**config.mk**
```make
export PLATFORM = sky130hd
export DESIGN_NAME = rw_history
export DESIGN_NICKNAME = d
export VERILOG_FILES = /design/src/rtl/rw_pkg.sv /design/src/rtl/rw_lfsr.sv /design/src/rtl/rw_walk.sv /design/src/rtl/rw_ring.sv /design/src/rtl/rw_history.sv
export SDC_FILE = /design/constraint.sdc
export NUM_CORES = 2
export LEC_CHECK = 0
export CORE_MARGIN = 10
export CORE_UTILIZATION = 23
export CTS_CLUSTER_DIAMETER = 120
export DETAILED_ROUTE_END_ITERATION = 6
export PLACE_DENSITY = 0.38
export SYNTH_ARGS = -nofsm -noshare
export SYNTH_HDL_FRONTEND = slang
export SYNTH_SLANG_ARGS = --single-unit
```
**constraint.sdc**
```tcl
create_clock -name clk_i -period 5.9 [get_ports clk_i]
set_input_delay 0.885 -clock clk_i [delete_from_list [all_inputs] [get_ports clk_i]]
set_output_delay 0.885 -clock clk_i [all_outputs]
set_load 0.05 [all_outputs]
```
**src/rtl/rw_pkg.sv**
```systemverilog
package rw_pkg;
  localparam int unsigned LFSR_W    = 32;
  localparam logic [31:0] LFSR_SEED = 32'h0000_0001;
  localparam logic [31:0] LFSR_TAPS = 32'h8000_0412;
  localparam int unsigned STEP_W    = 4;
  localparam int unsigned ACC_W     = 8;
  localparam logic [7:0]  ACC_INIT  = 8'd127;
  localparam logic [7:0]  STEP_BIAS = 8'd7;
  localparam logic [3:0]  STEP_SKIP = 4'd15;

  typedef logic [ACC_W-1:0]  acc_t;
  typedef logic [STEP_W-1:0] step_t;
endpackage

```
**src/rtl/rw_lfsr.sv**
```systemverilog
module rw_lfsr
  import rw_pkg::*;
#(
  parameter int unsigned W    = LFSR_W,
  parameter logic [W-1:0] SEED = LFSR_SEED,
  parameter logic [W-1:0] TAPS = LFSR_TAPS
) (
  input  logic clk_i,
  input  logic rst_ni,
  output logic bit_o
);
  logic [W-1:0] sr_q;
  logic [W-1:0] fb_chain;

  // XOR chain over masked bits
  for (genvar i = 0; i < W; i++) begin : g_fb
    if (i == 0) begin : g_first
      assign fb_chain[i] = sr_q[i] & TAPS[i];
    end else begin : g_rest
      assign fb_chain[i] = fb_chain[i-1] ^ (sr_q[i] & TAPS[i]);
    end
  end

  always_ff @(posedge clk_i or negedge rst_ni) begin
    if (!rst_ni) begin
      sr_q  <= SEED;
      bit_o <= 1'b0;
    end else begin
      sr_q  <= {sr_q[W-2:0], fb_chain[W-1]};
      bit_o <= sr_q[W-1];
    end
  end


  lfsr_nonzero_chk: assert property (@(posedge clk_i) disable iff (!rst_ni) sr_q != '0);
endmodule

```
**src/rtl/rw_walk.sv**
```systemverilog
module rw_walk
  import rw_pkg::*;
#(
  parameter int unsigned DELAY = 900000,
  localparam int unsigned CNT_W = (DELAY < 1) ? 1 : $clog2(DELAY + 1)
) (
  input  logic clk_i,
  input  logic rst_ni,
  input  logic bit_i,
  output logic wr_en_o,
  output acc_t wr_data_o,
  output acc_t acc_o
);
  logic [CNT_W-1:0] cnt_q;
  step_t            win_q;
  acc_t             acc_q;
  logic             evt;

  assign evt       = (cnt_q == CNT_W'(DELAY));
  assign wr_en_o   = evt;
  assign wr_data_o = acc_q;
  assign acc_o     = acc_q;

  always_ff @(posedge clk_i or negedge rst_ni) begin
    if (!rst_ni) begin
      cnt_q <= '0;
      win_q <= '0;
      acc_q <= ACC_INIT;
    end else begin
      win_q <= {win_q[STEP_W-2:0], bit_i};
      if (evt) begin
        cnt_q <= '0;
        // code 15 dropped to balance the step around zero
        if (win_q != STEP_SKIP)
          acc_q <= acc_t'(acc_q + acc_t'(win_q) - STEP_BIAS);
      end else begin
        cnt_q <= cnt_q + 1'b1;
      end
    end
  end


  acc_hold_chk: assert property (@(posedge clk_i) disable iff (!rst_ni)
    !evt |=> $stable(acc_o));

  skip_code_chk: assert property (@(posedge clk_i) disable iff (!rst_ni)
    (evt && win_q == STEP_SKIP) |=> $stable(acc_o));

  cnt_range_chk: assert property (@(posedge clk_i) disable iff (!rst_ni)
    evt |=> cnt_q == '0);
endmodule

```
**src/rtl/rw_ring.sv**
```systemverilog
module rw_ring
  import rw_pkg::*;
#(
  parameter int unsigned DEPTH = 128,
  localparam int unsigned IDX_W = $clog2(DEPTH)
) (
  input  logic             clk_i,
  input  logic             rst_ni,
  input  logic             wr_en_i,
  input  acc_t             wr_data_i,
  input  logic [IDX_W-1:0] rd_addr_i,
  output acc_t             rd_data_o,
  output logic [IDX_W-1:0] wr_ptr_o
);
  acc_t             mem_q [DEPTH];
  logic [IDX_W-1:0] ptr_q;

  assign wr_ptr_o  = ptr_q;
  assign rd_data_o = mem_q[rd_addr_i];

  always_ff @(posedge clk_i or negedge rst_ni) begin
    if (!rst_ni) begin
      ptr_q <= '0;
      for (int i = 0; i < DEPTH; i++) mem_q[i] <= '0;
    end else if (wr_en_i) begin
      mem_q[ptr_q] <= wr_data_i;
      ptr_q        <= ptr_q + 1'b1;  // power-of-two depth wraps for free
    end
  end


  ptr_hold_chk: assert property (@(posedge clk_i) disable iff (!rst_ni)
    !wr_en_i |=> $stable(wr_ptr_o));

  ring_write_chk: assert property (@(posedge clk_i) disable iff (!rst_ni)
    wr_en_i |=> mem_q[$past(ptr_q)] == $past(wr_data_i));
endmodule

```
**src/rtl/rw_history.sv**
```systemverilog
module rw_history
  import rw_pkg::*;
#(
  parameter int unsigned DELAY = 900000,
  parameter int unsigned DEPTH = 128,
  localparam int unsigned IDX_W = $clog2(DEPTH)
) (
  input  logic             clk_i,
  input  logic             rst_ni,
  input  logic [IDX_W-1:0] rd_col_i,
  output logic [ACC_W-1:0] rd_data_o,
  output logic [ACC_W-1:0] acc_o,
  output logic [IDX_W-1:0] idx_o,
  output logic             rnd_bit_o
);
  logic rnd_bit;
  logic wr_en;
  acc_t wr_data;

  rw_lfsr u_lfsr (
    .clk_i  (clk_i),
    .rst_ni (rst_ni),
    .bit_o  (rnd_bit)
  );

  rw_walk #(.DELAY(DELAY)) u_walk (
    .clk_i     (clk_i),
    .rst_ni    (rst_ni),
    .bit_i     (rnd_bit),
    .wr_en_o   (wr_en),
    .wr_data_o (wr_data),
    .acc_o     (acc_o)
  );

  rw_ring #(.DEPTH(DEPTH)) u_ring (
    .clk_i     (clk_i),
    .rst_ni    (rst_ni),
    .wr_en_i   (wr_en),
    .wr_data_i (wr_data),
    .rd_addr_i (rd_col_i),
    .rd_data_o (rd_data_o),
    .wr_ptr_o  (idx_o)
  );

  assign rnd_bit_o = rnd_bit;
endmodule

```
==> flow_metrics.tcl <==
set metrics [dict create \
    outcome "completed" \
    power_frac_clock_pct 51.8 \
    crit_fanout 23 \
    hold_violations 0 \
    synth_top_area_share_pct 55.33 \
    routed_via_density 4.482 \
    antenna_found_initial 24 \
    crit_path_top_delay_cell "mux4_2" \
    post_drt_wl_per_cell_um 25.04 \
    final_cell_count_no_fill 5972 \
    row_count 169 \
    cp_top_family "multiplexers" \
    port_buffers 32 \
    tritoncts "done" \
    setup_viol 0 \
    cpMostUsedCell "mux4_2" \
    synthArstFlopShare_pct 100.0 \
    avgSynthCellArea_um2 16.40 \
    p_int_w 0.01281 \
    swShare_pct 22.45 \
    max_freq_mhz 206.8 \
    cts-buffers-inserted 136 \
    ctsResizeCount 0 \
    critPathRequiredTime_ns 5.02 \
    chipHeight_um 482.5 \
    final_nets 3057 \
    seq_area_frac_synth_pct 55.76 \
    synth_edf_count 0 \
    tightest_slew_ns 1.168 \
    fin_setup_tns_ns 0 \
    area_delta_synth_final_pct 17.25 \
    power_density_mw_per_mm2 286.3 \
    cp.arrival_ns 3.95 \
    dominantRegCellSynth "dfrtp_1" \
    yosys-top-cells-area "dfrtp_1 55%, mux2_2 23%, mux4_2 15%" \
    cpPeakStageDelay_ns 0.56 \
    grt_usage_pct 12.82 \
    syn-num-nets 3023 \
    synth_area_mm2 0.04920 \
    crit_chain "buf_8 -> buf_12 -> buf_12 -> mux4_2 -> mux4_2 -> mux4_2 -> mux2_2 -> buf_4" \
    leakage_nw 27.04 \
    synth_top_cell_by_area "dfrtp_1" \
    ir_drop_uv 237.5 \
    fin_crit_sh_pct 81.95 \
    drive_gt1_share_pct 53.59 \
    grt_overflow_total 0 \
    start_kind "primary input" \
    grt_max_degree 129 \
    maxSlewHeadroom_pct 21.52 \
    end_kind "primary output" \
    start_util_pct 23.15 \
    period_needed_ns 4.835 \
    dr.first_iter.drc_count 1400 \
    cts_max_path_buffers 3 \
    dr.pass1.iters 4 \
    slew_viol_final 0 \
    syn_inst 3000 \
    cts_num_sinks 1096 \
    clk-insertion-delay-late_ns 0.76 \
    cp.buffers_inverters 4 \
    ys_warn_count 0 \
    num_vias 26770 \
    drcViolationCount 0 \
    pwr-share-seq_pct 45.5 \
    combinationalPowerShare_pct 2.7 \
    clk_pin_slew_ns 0.05 \
    critPathKind "in -> out" \
    first_global_vias 28590 \
    synth-seq-cells 1096 \
    io_pins 33 \
    yosysMostFrequentCell "dfrtp_1" \
    ant_nets 0 \
    drv_cap 0 \
    dp_hpwl_um 92950 \
    p_sw_w 0.003709 \
    rsz0062_at_grt "no" \
    htree_levels 4 \
    netlist-cell-type-count 39 \
    skew_ns 0.01920 \
    hp-class "in -> async" \
    grt_pass1_wl_um 219000 \
    cts_setup_buffers 0 \
    globalplace.congestion 0.6959 \
    die_x_um 482.5 \
    die_area_mm2 0.2328 \
    ctsHoldBuffers 0 \
    core_mm2 0.2125 \
    place_inst 5717 \
    cts-root-buf "clkbuf_16" \
    whs_ns 0.1411 \
    netlist_top_cells_count "1,088 x dfrtp_1, 1,016 x mux2_2, 336 x mux4_2" \
    fillCellCount 21420 \
    routed_wl_um 149500 \
]
power by group through the flow:
stage	sequential (W)	clock (W)	combinational, W
3_3_place_gp	0.00765	0	0.000475
2_1_floorplan	0.00766	0	0.000187
5_1_grt	0.00751	0.00916	0.000502
3_5_place_dp	0.00765	0	0.000477
6_report	0.00752	0.00855	0.000447
4_1_cts	0.00752	0.00885	0.000477
per-stage QoR:
stage	cell area, µm²	setup WS (ns)	total power, W	util (%)
after detailed placement	53090	1.008	0.008131	24.98
after global placement	53090	1.018	0.008129	24.98
final	57690	1.065	0.01652	27.15
after floorplan	49200	1.628	0.007843	-
after CTS	57670	1.006	0.01685	27.14
after global routing	57680	0.9550	0.01718	27.14
kinds of logic after synthesis:
kind of cell	count (synthesis)	synth area share, %
xor+xnor	29	0.5162
flops	1096	55.76
compound gates	20	0.2365
buf+inv	238	1.948
fa+ha+maj	14	0.3713
mux	1371	39.07
simple gates	232	2.100
final cells by class:
cell class	count	area (µm²)	area share (%)
Multi-Input combinational cell	1666	20820	36.09
Inverter	18	67.56	0.1171
Clock buffer	206	4148	7.189
Timing Repair Buffer	116	1207	2.093
Antenna cell	7	17.52	0.03036
Sequential cell	1096	27470	47.61
Clock inverter	42	434.2	0.7526
Tap cell	2821	3530	6.118
flip-flops by register name (all words and copies together), names as in the netlist:
name / count
u_lfsr.bit_o: 1
u_lfsr.sr_q: 32
u_ring.mem_q: 1024
u_ring.wr_ptr_o: 7
u_walk.acc_o: 8
u_walk.cnt_q: 20
u_walk.win_q: 4
worst reg2reg max path, delay by kind of cell (launching register included):
family | cells | cell delay, ns
and+or+nand+nor | 5 | 2.98
buffers and inverters | 1 | 0.07
adders and majority gates | 1 | 0.14
muxes | 1 | 0.49
DFF | 1 | 0.41
routing by layer:
metal	global-route usage (%)	wire (µm)
met1	17.80	70190
met2	20.18	69510
met5	0	0
met3	2.467	5642
met4	3.943	4198
final timing paths:
path                                 start                end  slack (ns)  depth (start not counted)
setup reg to reg           u_walk.cnt_q[0]  u_ring.mem_q[967]        1.69                          8
hold / removal                      rst_ni  u_ring.mem_q[999]        0.14                          1
min in group clk_i         u_lfsr.sr_q[23]    u_lfsr.sr_q[24]        0.35                          0
max in group asynchronous           rst_ni  u_ring.mem_q[627]        4.32                          2
setup / recovery               rd_col_i[0]       rd_data_o[3]        1.06                          8
hold reg to reg            u_lfsr.sr_q[23]    u_lfsr.sr_q[24]        0.35                          0
layout by cell type (no fill, tap or decap), drive strengths merged, types with 9 or more instances in the layout:
master and count:
clkbuf 206, clkinv 31, buf 97, o21ai 9
clkdlybuf4s50 19, nor2 38, mux4 336, mux2 1035
ha 13, and3 11, nor3 11, dfrtp 1088
nand2 130, xor2 13, inv 22, xnor2 16
No activity file was read; power rests on OpenSTA's default activity.
